==> config.mk <==
export PLATFORM = sky130hd
export DESIGN_NAME = scan_array_ctrl
export DESIGN_NICKNAME = d
export VERILOG_FILES = /design/src/rtl/scan_pkg.sv /design/src/rtl/scan_cmd_rx.sv /design/src/rtl/scan_sequencer.sv /design/src/rtl/scan_pulse_counter.sv /design/src/rtl/scan_frame_tx.sv /design/src/rtl/scan_array_ctrl.sv
export SDC_FILE = /design/constraint.sdc
export NUM_CORES = 1
export LEC_CHECK = 0
export BUFFER_PORTS_ARGS = -buffer_cell sky130_fd_sc_hd__buf_2
export CAP_MARGIN = 25
export CORE_AREA = 4 4 188 190
export DETAILED_ROUTE_END_ITERATION = 12
export DIE_AREA = 0 0 192 194
export SETUP_SLACK_MARGIN = 0.05
export SLEW_MARGIN = 10
export SYNTH_ARGS = -nofsm -noshare
export SYNTH_HDL_FRONTEND = slang
export SYNTH_SLANG_ARGS = --single-unit
==> constraint.sdc <==
create_clock -name clk -period 3.76 [get_ports clk]
set_clock_uncertainty 0.2 [all_clocks]
set_input_delay 0.376 -clock clk [delete_from_list [all_inputs] [get_ports clk]]
set_output_delay 0.376 -clock clk [all_outputs]
set_load 0.03 [all_outputs]
==> src/rtl/scan_pkg.sv <==
package scan_pkg;
  typedef enum logic [2:0] {
    SQ_IDLE   = 3'd0,
    SQ_CHARGE = 3'd1,
    SQ_READ   = 3'd2,
    SQ_SEND   = 3'd3,
    SQ_GAP    = 3'd4
  } seq_state_t;
endpackage

==> src/rtl/scan_cmd_rx.sv <==
module scan_cmd_rx #(
  parameter int CMD_W = 32
) (
  input  logic             clk,
  input  logic             rst,
  input  logic             ser_in,
  output logic             word_valid,
  output logic [CMD_W-1:0] word
);
  localparam int BW = $clog2(CMD_W + 1);

  logic             busy;
  logic [BW-1:0]    nbits;
  logic [CMD_W-1:0] shreg;

  always_ff @(posedge clk) begin
    if (rst) begin
      busy       <= 1'b0;
      nbits      <= '0;
      shreg      <= '0;
      word_valid <= 1'b0;
      word       <= '0;
    end else begin
      word_valid <= 1'b0;
      if (!busy) begin
        if (ser_in) begin
          busy  <= 1'b1;
          nbits <= '0;
        end
      end else begin
        shreg <= {shreg[CMD_W-2:0], ser_in};
        if (nbits == BW'(CMD_W - 1)) begin
          busy       <= 1'b0;
          word_valid <= 1'b1;
          word       <= {shreg[CMD_W-2:0], ser_in};
        end else begin
          nbits <= nbits + 1'b1;
        end
      end
    end
  end
endmodule

==> src/rtl/scan_sequencer.sv <==
module scan_sequencer
  import scan_pkg::*;
#(
  parameter int ROWS  = 234,
  parameter int COLS  = 23,
  parameter int ROW_W = 8,
  parameter int COL_W = 5,
  parameter int CMD_W = 32
) (
  input  logic             clk,
  input  logic             rst,
  input  logic             cmd_valid,
  input  logic [CMD_W-1:0] cmd_word,
  input  logic             meas_done,
  input  logic             tx_last,
  output seq_state_t       state,
  output logic [ROW_W-1:0] cur_row,
  output logic [COL_W-1:0] cur_col
);
  localparam int SR_LO   = CMD_W - ROW_W;
  localparam int ER_LO   = SR_LO - ROW_W;
  localparam int SC_LO   = ER_LO - COL_W;
  localparam int EC_LO   = SC_LO - COL_W;
  localparam int CONT_IX = EC_LO - 1;
  localparam logic [ROW_W-1:0] LAST_ROW = ROW_W'(ROWS - 1);
  localparam logic [COL_W-1:0] LAST_COL = COL_W'(COLS - 1);

  logic [ROW_W-1:0] f_srow, f_erow, r_lo, r_hi;
  logic [COL_W-1:0] f_scol, f_ecol, c_lo, c_hi;
  logic             f_cont, cont;
  logic             region_ok;
  logic             at_last_col, at_last_row;

  assign f_srow = cmd_word[CMD_W-1:SR_LO];
  assign f_erow = cmd_word[SR_LO-1:ER_LO];
  assign f_scol = cmd_word[ER_LO-1:SC_LO];
  assign f_ecol = cmd_word[SC_LO-1:EC_LO];
  assign f_cont = cmd_word[CONT_IX];

  assign region_ok = (f_srow <= f_erow) && (f_erow <= LAST_ROW) &&
                     (f_scol <= f_ecol) && (f_ecol <= LAST_COL);

  assign at_last_col = (cur_col == c_hi);
  assign at_last_row = (cur_row == r_hi);

  always_ff @(posedge clk) begin
    if (rst) begin
      state   <= SQ_IDLE;
      cur_row <= '0;
      cur_col <= '0;
      r_lo    <= '0;
      r_hi    <= '0;
      c_lo    <= '0;
      c_hi    <= '0;
      cont    <= 1'b0;
    end else begin
      unique case (state)
        SQ_IDLE: begin
          if (cmd_valid && region_ok) begin
            r_lo    <= f_srow;
            r_hi    <= f_erow;
            c_lo    <= f_scol;
            c_hi    <= f_ecol;
            cont    <= f_cont;
            cur_row <= f_srow;
            cur_col <= f_scol;
            state   <= SQ_CHARGE;
          end
        end
        SQ_CHARGE: state <= SQ_READ;
        SQ_READ: begin
          if (meas_done) state <= SQ_SEND;
        end
        SQ_SEND: begin
          if (tx_last) state <= SQ_GAP;
        end
        SQ_GAP: begin
          if (!at_last_col) begin
            cur_col <= cur_col + 1'b1;
            state   <= SQ_CHARGE;
          end else if (!at_last_row) begin
            cur_col <= c_lo;
            cur_row <= cur_row + 1'b1;
            state   <= SQ_CHARGE;
          end else if (cont) begin
            cur_col <= c_lo;
            cur_row <= r_lo;
            state   <= SQ_CHARGE;
          end else begin
            state <= SQ_IDLE;
          end
        end
        default: state <= SQ_IDLE;
      endcase
    end
  end
endmodule

==> src/rtl/scan_pulse_counter.sv <==
module scan_pulse_counter #(
  parameter int COLS  = 23,
  parameter int COL_W = 5,
  parameter int CNT_W = 20
) (
  input  logic             clk,
  input  logic             rst,
  input  logic             clear,
  input  logic             active,
  input  logic [COLS-1:0]  pix_out,
  input  logic [COL_W-1:0] col_sel,
  output logic             pix_sel,
  output logic [CNT_W-1:0] count,
  output logic             done
);
  localparam logic [CNT_W-1:0] CNT_MAX = '1;

  logic [COLS-1:0] col_hit;

  for (genvar g = 0; g < COLS; g++) begin : g_colsel
    assign col_hit[g] = (col_sel == COL_W'(g)) && pix_out[g];
  end

  assign pix_sel = |col_hit;
  assign done    = active && (!pix_sel || (count == CNT_MAX));

  always_ff @(posedge clk) begin
    if (rst || clear) begin
      count <= '0;
    end else if (active && pix_sel && (count != CNT_MAX)) begin
      count <= count + 1'b1;
    end
  end
endmodule

==> src/rtl/scan_frame_tx.sv <==
module scan_frame_tx #(
  parameter int FRAME_W = 34
) (
  input  logic               clk,
  input  logic               rst,
  input  logic               load,
  input  logic [FRAME_W-1:0] frame,
  output logic               ser_out,
  output logic               last
);
  localparam int LW = $clog2(FRAME_W + 1);

  logic [FRAME_W-1:0] shreg;
  logic [LW-1:0]      left;

  always_ff @(posedge clk) begin
    if (rst) begin
      shreg <= '0;
      left  <= '0;
    end else if (load) begin
      shreg <= frame;
      left  <= LW'(FRAME_W);
    end else if (left != '0) begin
      shreg <= {shreg[FRAME_W-2:0], 1'b0};
      left  <= left - 1'b1;
    end
  end

  assign ser_out = (left != '0) && shreg[FRAME_W-1];
  assign last    = (left == LW'(1));
endmodule

==> src/rtl/scan_array_ctrl.sv <==
module scan_array_ctrl
  import scan_pkg::*;
#(
  parameter int ROWS  = 234,
  parameter int COLS  = 23,
  parameter int ROW_W = 8,
  parameter int COL_W = 5,
  parameter int CNT_W = 20,
  parameter int CMD_W = 32
) (
  input  logic            clk,
  input  logic            rst,
  input  logic            cmd_in,
  output logic            data_out,
  output logic [ROWS-1:0] row_en,
  output logic [ROWS-1:0] row_rd,
  input  logic [COLS-1:0] pix_out
);
  localparam int FRAME_W = 1 + ROW_W + COL_W + CNT_W;

  logic             cmd_valid;
  logic [CMD_W-1:0] cmd_word;
  seq_state_t       state;
  logic [ROW_W-1:0] cur_row;
  logic [COL_W-1:0] cur_col;
  logic             meas_done;
  logic             tx_last;
  logic             pix_sel;
  logic [CNT_W-1:0] cnt_val;
  logic             in_charge, in_read;

  scan_cmd_rx #(.CMD_W(CMD_W)) u_rx (
    .clk(clk), .rst(rst), .ser_in(cmd_in),
    .word_valid(cmd_valid), .word(cmd_word)
  );

  scan_sequencer #(
    .ROWS(ROWS), .COLS(COLS), .ROW_W(ROW_W), .COL_W(COL_W), .CMD_W(CMD_W)
  ) u_seq (
    .clk(clk), .rst(rst), .cmd_valid(cmd_valid), .cmd_word(cmd_word),
    .meas_done(meas_done), .tx_last(tx_last),
    .state(state), .cur_row(cur_row), .cur_col(cur_col)
  );

  assign in_charge = (state == SQ_CHARGE);
  assign in_read   = (state == SQ_READ);

  scan_pulse_counter #(.COLS(COLS), .COL_W(COL_W), .CNT_W(CNT_W)) u_cnt (
    .clk(clk), .rst(rst), .clear(in_charge), .active(in_read),
    .pix_out(pix_out), .col_sel(cur_col),
    .pix_sel(pix_sel), .count(cnt_val), .done(meas_done)
  );

  scan_frame_tx #(.FRAME_W(FRAME_W)) u_tx (
    .clk(clk), .rst(rst), .load(meas_done),
    .frame({1'b1, cur_row, cur_col, cnt_val}),
    .ser_out(data_out), .last(tx_last)
  );

  for (genvar g = 0; g < ROWS; g++) begin : g_rowdec
    assign row_en[g] = in_charge && (cur_row == ROW_W'(g));
    assign row_rd[g] = in_read   && (cur_row == ROW_W'(g));
  end
endmodule

==> results of run 1 <==
## logic make-up (layout without fill, tap and decap cells)
group	count (synthesis)	count (layout)	synth area share
AOI/OAI and AO/OA	162	162	0.116
xor gates and xnor gates	46	46	0.0392
adders and majority gates	27	27	0.0329
buffers and inverters	168	608	0.0642
DFF	169	169	0.329
muxes	63	63	0.0615
and+or+nand+nor	907	907	0.357
## synth_stat cells (all sizes together) (9+ instances only)
library cell | n | area, sq um
nor2 | 579 | 2170
nand2 | 207 | 777
dfxtp | 169 | 3380
clkbuf | 120 | 450
a21oi | 70 | 362
mux2i | 62 | 621
a211oi | 45 | 463
inv | 31 | 116
nand3 | 30 | 150
ha | 27 | 338
xor2 | 27 | 236
nor3 | 23 | 115
xnor2 | 19 | 166
buf | 17 | 92.6
and3 | 15 | 93.8
nand4 | 12 | 75.1
o21ai | 10 | 50.0
nor4 | 9 | 56.3
## placed cells by master, fill, tap and decap left out, types with 3 or more instances in the layout
cell and n:
nor2_1 579, buf_2 493, nand2_1 205, dfxtp_1 168, a21oi_1 69, mux2i_1 62
buf_4 48, inv_1 30, xor2_1 27, ha_1 27, nand3_1 26, a211oi_2 25
nor3_1 22, a211oi_1 20, xnor2_1 19, clkbuf_16 17, and3_1 15, nand4_1 12
nor4_1 9, o21ai_0 7, o211ai_1 7, nand2b_1 6, a22oi_1 6, or3_1 6
nor2b_1 5, a311oi_1 5, nand3_2 4, and2_1 4, inv_8 4, o21ai_1 3
inv_6 3, clkinv_8 3, buf_12 3
## critical path, stage by stage, from the launching register on
cell and delay [ns]:
dfxtp_1 0.37, nand2b_1 0.25, or2_1 0.40, nor2_1 0.48, nand2_1 0.55, nor2_1 0.23
buf_2 0.24
## report_power, final
group          switching (uW)  internal (uW)
registers                28.6           1820
clock network             836            954
logic                     340            236
total                    1200           3010
## cell type report
class	instances	area (sq um)
Timing Repair Buffer	545	2920
Fill cell	3549	19600
Clock inverter	15	183
Multi-Input combinational cell	1205	6280
Tap cell	448	561
Inverter	31	116
Sequential cell	169	3380
Clock buffer	17	425
## worst max path at each step
stage                           startpoint        endpoint  slack [ns]  cells after the start
after floorplan           u_seq.cur_col[0]  u_tx.shreg[21]        0.98                     10
after global placement    u_seq.cur_col[0]  u_tx.shreg[20]        0.51                      9
after detailed placement  u_seq.cur_col[0]  u_tx.shreg[21]        0.41                      9
after CTS                   u_seq.state[2]     row_rd[111]        0.16                      6
after global routing        u_seq.state[2]      row_rd[95]       -0.03                      6
final                       u_seq.state[2]     row_rd[117]        0.22                      6
## routing by layer
layer / vias up / global-route usage / share of wire
met3: 70 / 0.0389 / 0.082
met1: 5615 / 0.297 / 0.43
met5: - / 0 / 0
met2: 633 / 0.388 / 0.47
li1: 5843 / - / -
met4: 0 / 0.0584 / 0.021
## registers in the layout, indices dropped and copies added, names as in the netlist, 6 cells and up
signal	cells
u_tx.shreg	34
u_rx.shreg	31
u_seq.r_lo	8
u_seq.cur_row	8
u_seq.r_hi	8
u_rx.word	27
u_rx.nbits	6
u_cnt.count	20
u_tx.left	6
## repair_timing
action / 4_1_cts / 5_1_grt
gates resized for setup: 0 / 2
buffers inserted: 0 / 0
setup endpoints to repair: 0 / 42
endpoints found under the hold margin: 0 / 0
## per-stage QoR
| stage | instance area [sq um] | power [uW] | hold WS, ns | setup WS, ns | TNS [ns] |
|---|---|---|---|---|---|
| final | 13900 | 4220 | 0.0584 | 0.217 | 0 |
| after global routing | 13900 | 4390 | 0.0441 | -0.0267 | -0.0356 |
| after CTS | 13800 | 4250 | 0.0354 | 0.161 | 0 |
| after detailed placement | 13200 | 2470 | 0.245 | 0.410 | 0 |
| after global placement | 13200 | 2470 | 0.239 | 0.510 | 0 |
| after floorplan | 10300 | 2320 | 0.231 | 0.975 | 0 |
==> flow_summary.toml, run 1 <==
[status]
status = "finished, final reports clean"

[logic_synthesis]
synth-async-reset-ratio = 0
yosysWarnings = 0
syn-num-nets = 1595
yosysUniqueCellTypes = 56
syn-instance-count = 1542
seq_area_frac_synth = 0.329
postSynthAreaPerCell_sq_um = 6.66
ys_ff_latch = 169
synth_edf_count = 0
syn_area_sq_um = 10300
synth_top_flop_cell = "dfxtp_1"

[layout]
final_util = 0.414
final_nets = 2022
syn_to_final_growth_pct = 34.9
drive_gt1_frac = 0.312
fin_cells = 2430
antenna_cells = 0

[timing]
timing.final.crit_share = 0.942
setup_violations = 0
max_freq_mhz = 282
period_needed_ns = 3.54
worst_slew_margin_rel = 0.300
rsz0062_at_grt = "true"
finalMaxSlewViolations = 0
finalHoldViolations = 0
worst_pin_slew_ns = 1.05

[clocking]
hold_buffers = 0
cts_tree = "built"
cts-root-buf = "clkbuf_16"
max-clock-path-buffers = 2
clk_pin_slew_ns = 0.07
htree_levels = 4
clk_latency_ns = 0.44
cts.sinks = 169
cts_made_buffers = 17

[critical_path]
path_class = "reg -> out"
worstSetupEndpointType = "output port"
rr_worst_depth = 10
start_kind = "flop"
rrSetupSlack_ns = 0.42
worstPathMaxFanout = 16
r2r-start = "u_seq.cur_col[0]"
r2r-end = "u_tx.shreg[25]"
arrival_ns = 2.97
critical_path_required_ns = 3.18

[flow_run]
cap_viol_max_count = 0

[global_route]
antenna_found_initial = 0
grt_overflow = 0
grt_start_max_net_pins = 147
first_global_vias = 10879
grtUsageTotal = 0.227
grt_pass1_wl_mm = 66.2

[die]
die_h_microns = 194
core_region_area_sq_um = 33400
initial_core_util = 0.307
num_rows = 67
io_pins = 495
die_w_microns = 192
dieArea_sq_um = 37200

[detailed_routing]
drt-total-wl_mm = 46.0
wl_per_cell_microns = 18.9
initialDrtViolationCount = 1021
drt-pass1-iter-count = 5
vias_per_cell = 5.00
ant_nets = 0
vias = 12161
drc_errors = 0

[placed_design]
port_buffers = 494
dp_cells = 2397
place.gp.congestion = 0.835
hpwl_mm = 33.2

[pwr]
power_leakage_uw = 0.00628
vdd_drop_max_mv = 0.277
powerDensity_nw_per_um2 = 304

[worst_hold_path]
hp-start = "cmd_in"
hold_class = "in -> reg"
hold-path-cell-count = 3
hold_end = "u_rx.shreg[0]"
Note: power is estimated with default switching activity, not from simulation.
==> run 2, diff against run 1 <==
ABC_AREA = 1   (was unset)
CORE_AREA = 4 4 193 195   (was 4 4 188 190)
DIE_AREA = 0 0 197 199   (was 0 0 192 194)
==> run 2 against run 1 <==
Net effect: power fell by 3.8%; critical path type unchanged; largest cell class unchanged; first-iteration DRC count rose by 3.3%; sequential share of layout area fell by 1.4 points; largest power group unchanged.
==> flow_summary.toml, run 2 <==
[status]
status = "finished, final reports clean"

[timing]
rsz0062_at_grt = "false"
worst_slew_margin_rel = 0.391
hold_ws_ns = 0.0324
finalSetupTns_ns = 0
period_needed_ns = 3.27
timing.final.crit_share = 0.869
worst_pin_slew_ns = 0.914
max_freq_mhz = 306
setup_ws_ns = 0.491
finalMaxSlewViolations = 0
setup_violations = 0
finalHoldViolations = 0

[critical_path]
cp_num_cells = 6
critPathTopFamily = "simple AND/OR/NAND/NOR gates"
path_class = "reg -> out"
arrival_ns = 2.69
start_kind = "flop"
rr_worst_depth = 13
slowest_stage = "nand2_1"
rrSetupSlack_ns = 1.11
r2r-end = "u_tx.shreg[0]"
critical_path_required_ns = 3.18
setup.worst_path.start = "u_seq.cur_row[4]"
r2r-start = "u_seq.cur_col[0]"
worstPathMaxFanout = 19
path_buf_inv = 3
endpoint = "row_rd[153]"
worstSetupEndpointType = "output port"
cp_cell_sequence = "inv_1, nor2_1, nand2_1, buf_4, nor3_1, buf_2"
max_stage_delay_ns = 0.52

[layout]
fillCellCount = 3808
layout_commonest_cell = "buf_2"
layout_common_cells = "buf_2, nor3_1, nand2_1, nor2_1, dfxtp_1"
top_register = "u_tx.shreg"
largest_reg_flops = 34
final_nets = 2300
antenna_cells = 0
top_regs = "u_tx.shreg x34, u_rx.shreg x31, u_rx.word x27"
fin_cells = 2721
drive_gt1_frac = 0.273
syn_to_final_growth_pct = 28.3

[pwr]
p_sw_frac = 0.286
p_seq_frac = 0.465
vdd_drop_max_mv = 0.281
p_sw_uw = 1160
p_int_uw = 2900
powerDensity_nw_per_um2 = 276
power_leakage_uw = 0.00675
p_clk_frac = 0.415
combinationalPowerShare = 0.120

[logic_synthesis]
synth_edf_count = 0
ys_ff_latch = 169
synth-async-reset-ratio = 0
syn-instance-count = 1877
syn-num-nets = 1930
postSynthAreaPerCell_sq_um = 6.10
yosysTopAreaCell = "dfxtp_1"
seq_area_frac_synth = 0.295
synth.most_common_cell = "nor3_1"
ys_top_cells_by_area = "dfxtp_1, nor3_1, nand2_1"
yosysUniqueCellTypes = 43
synth_top_area_frac = 0.295
synth_top_flop_cell = "dfxtp_1"
synth.top_cells.by_count = "nor3_1, nand2_1, nor2_1, dfxtp_1, clkbuf_1"
syn_area_sq_um = 11500
yosysWarnings = 0

[flow_run]
cap_viol_max_count = 0

[die]
io_pins = 495
dieArea_sq_um = 39200
num_rows = 69
die_h_microns = 199
initial_core_util = 0.324
core_region_area_sq_um = 35400
die_w_microns = 197

[global_route]
grt_overflow = 0
grt_pass1_wl_mm = 74.3
antenna_found_initial = 0
grt_start_max_net_pins = 100
first_global_vias = 12796
grtUsageTotal = 0.239

[detailed_routing]
drc_errors = 0
vias = 14521
initialDrtViolationCount = 1055
drt-pass1-iter-count = 6
wl_per_cell_microns = 18.7
drt-total-wl_mm = 51.0
ant_nets = 0
vias_per_cell = 5.34

[clocking]
clk_pin_slew_ns = 0.07
postCtsSetupBuffers = 0
max-clock-path-buffers = 2
cts.sinks = 169
cts-resized-gates = 0
htree_levels = 4
cts-root-buf = "clkbuf_16"
cts_made_buffers = 17
hold_buffers = 0
clk_latency_ns = 0.44
cts_tree = "built"

[placed_design]
port_buffers = 494
place_ws_ns = 1.01
hpwl_mm = 35.6
place.gp.congestion = 0.888
dp_cells = 2688

[worst_hold_path]
hold-path-cell-count = 3
hold_class = "in -> reg"
==> run 2: cell types whose count changed after synthesis, moves of 18 or more <==
| cell | previous run | this run |
|---|---|---|
| a211oi_1 | 20 | 2 |
| a211oi_2 | 25 | 0 |
| a21oi_1 | 69 | 115 |
| buf_1 | 8 | 34 |
| inv_1 | 30 | 111 |
| mux2i_1 | 62 | 0 |
| nand2_1 | 207 | 285 |
| nand3_1 | 30 | 98 |
| nor2_1 | 579 | 197 |
| nor3_1 | 23 | 461 |
| o21ai_0 | 7 | 122 |
==> run 2: tightest hold or removal path: cells and delay by family <==
family | cells | cell delay (ns)
AO/OA/AOI/OAI | 1 | 0.07
buffers and inverters | 2 | 0.18
==> run 2: metrics by stage <==
stage                     cell area (sq um)   util  total power, uW
after floorplan                       11500      -             2270
after global placement                14100  0.399             2400
after detailed placement              14100  0.399             2410
after CTS                             14700  0.414             4080
after global routing                  14700  0.415             4230
final                                 14700  0.415             4060
==> run 2: area by class of cell <==
class                           count  area [sq um]  share of cell area
Clock buffer                       19           433              0.0295
Timing Repair Buffer              544          2890               0.197
Inverter                          129           494              0.0336
Sequential cell                   169          3380               0.230
Clock inverter                     13           118             0.00801
Multi-Input combinational cell   1386          6790               0.462
Tap cell                          461           577              0.0393
==> run 2: worst min path at each step <==
stage | startpoint | to | slack [ns]
3_5_place_dp | u_seq.c_lo[3] | u_seq.c_lo[3] | 0.24
5_1_grt | cmd_in | u_rx.shreg[0] | 0.03
3_3_place_gp | u_seq.c_lo[4] | u_seq.c_lo[4] | 0.23
6_report | cmd_in | u_rx.shreg[0] | 0.03
4_1_cts | cmd_in | u_rx.shreg[0] | 0.03
2_1_floorplan | u_seq.c_lo[4] | u_seq.c_lo[4] | 0.22
==> run 2: power groups by stage <==
stage          Combinational, uW  Clock, uW  Sequential (uW)
2_1_floorplan                354          0             1910
3_3_place_gp                 470          0             1930
3_5_place_dp                 481          0             1930
4_1_cts                      484       1710             1890
5_1_grt                      541       1790             1900
6_report                     487       1680             1890
==> run 2: cell families (layout without fill, tap and decap cells) <==
kind of cell	Yosys count	in the layout	share of synthesized area
AND/OR/NAND/NOR	1073	1073	0.423
buffers and inverters	322	705	0.113
AO/OA/AOI/OAI	262	262	0.121
flip-flops	169	169	0.295
adder cells (fa/ha/maj)	27	27	0.0295
XOR/XNOR	24	24	0.0184
==> run 2: layer usage <==
layer,part of all wire,vias to the layer above,global-route usage
met5,0,-,0
met2,0.49,638,0.415
li1,-,7037,-
met3,0.074,117,0.0451
met1,0.40,6729,0.290
met4,0.040,0,0.0996
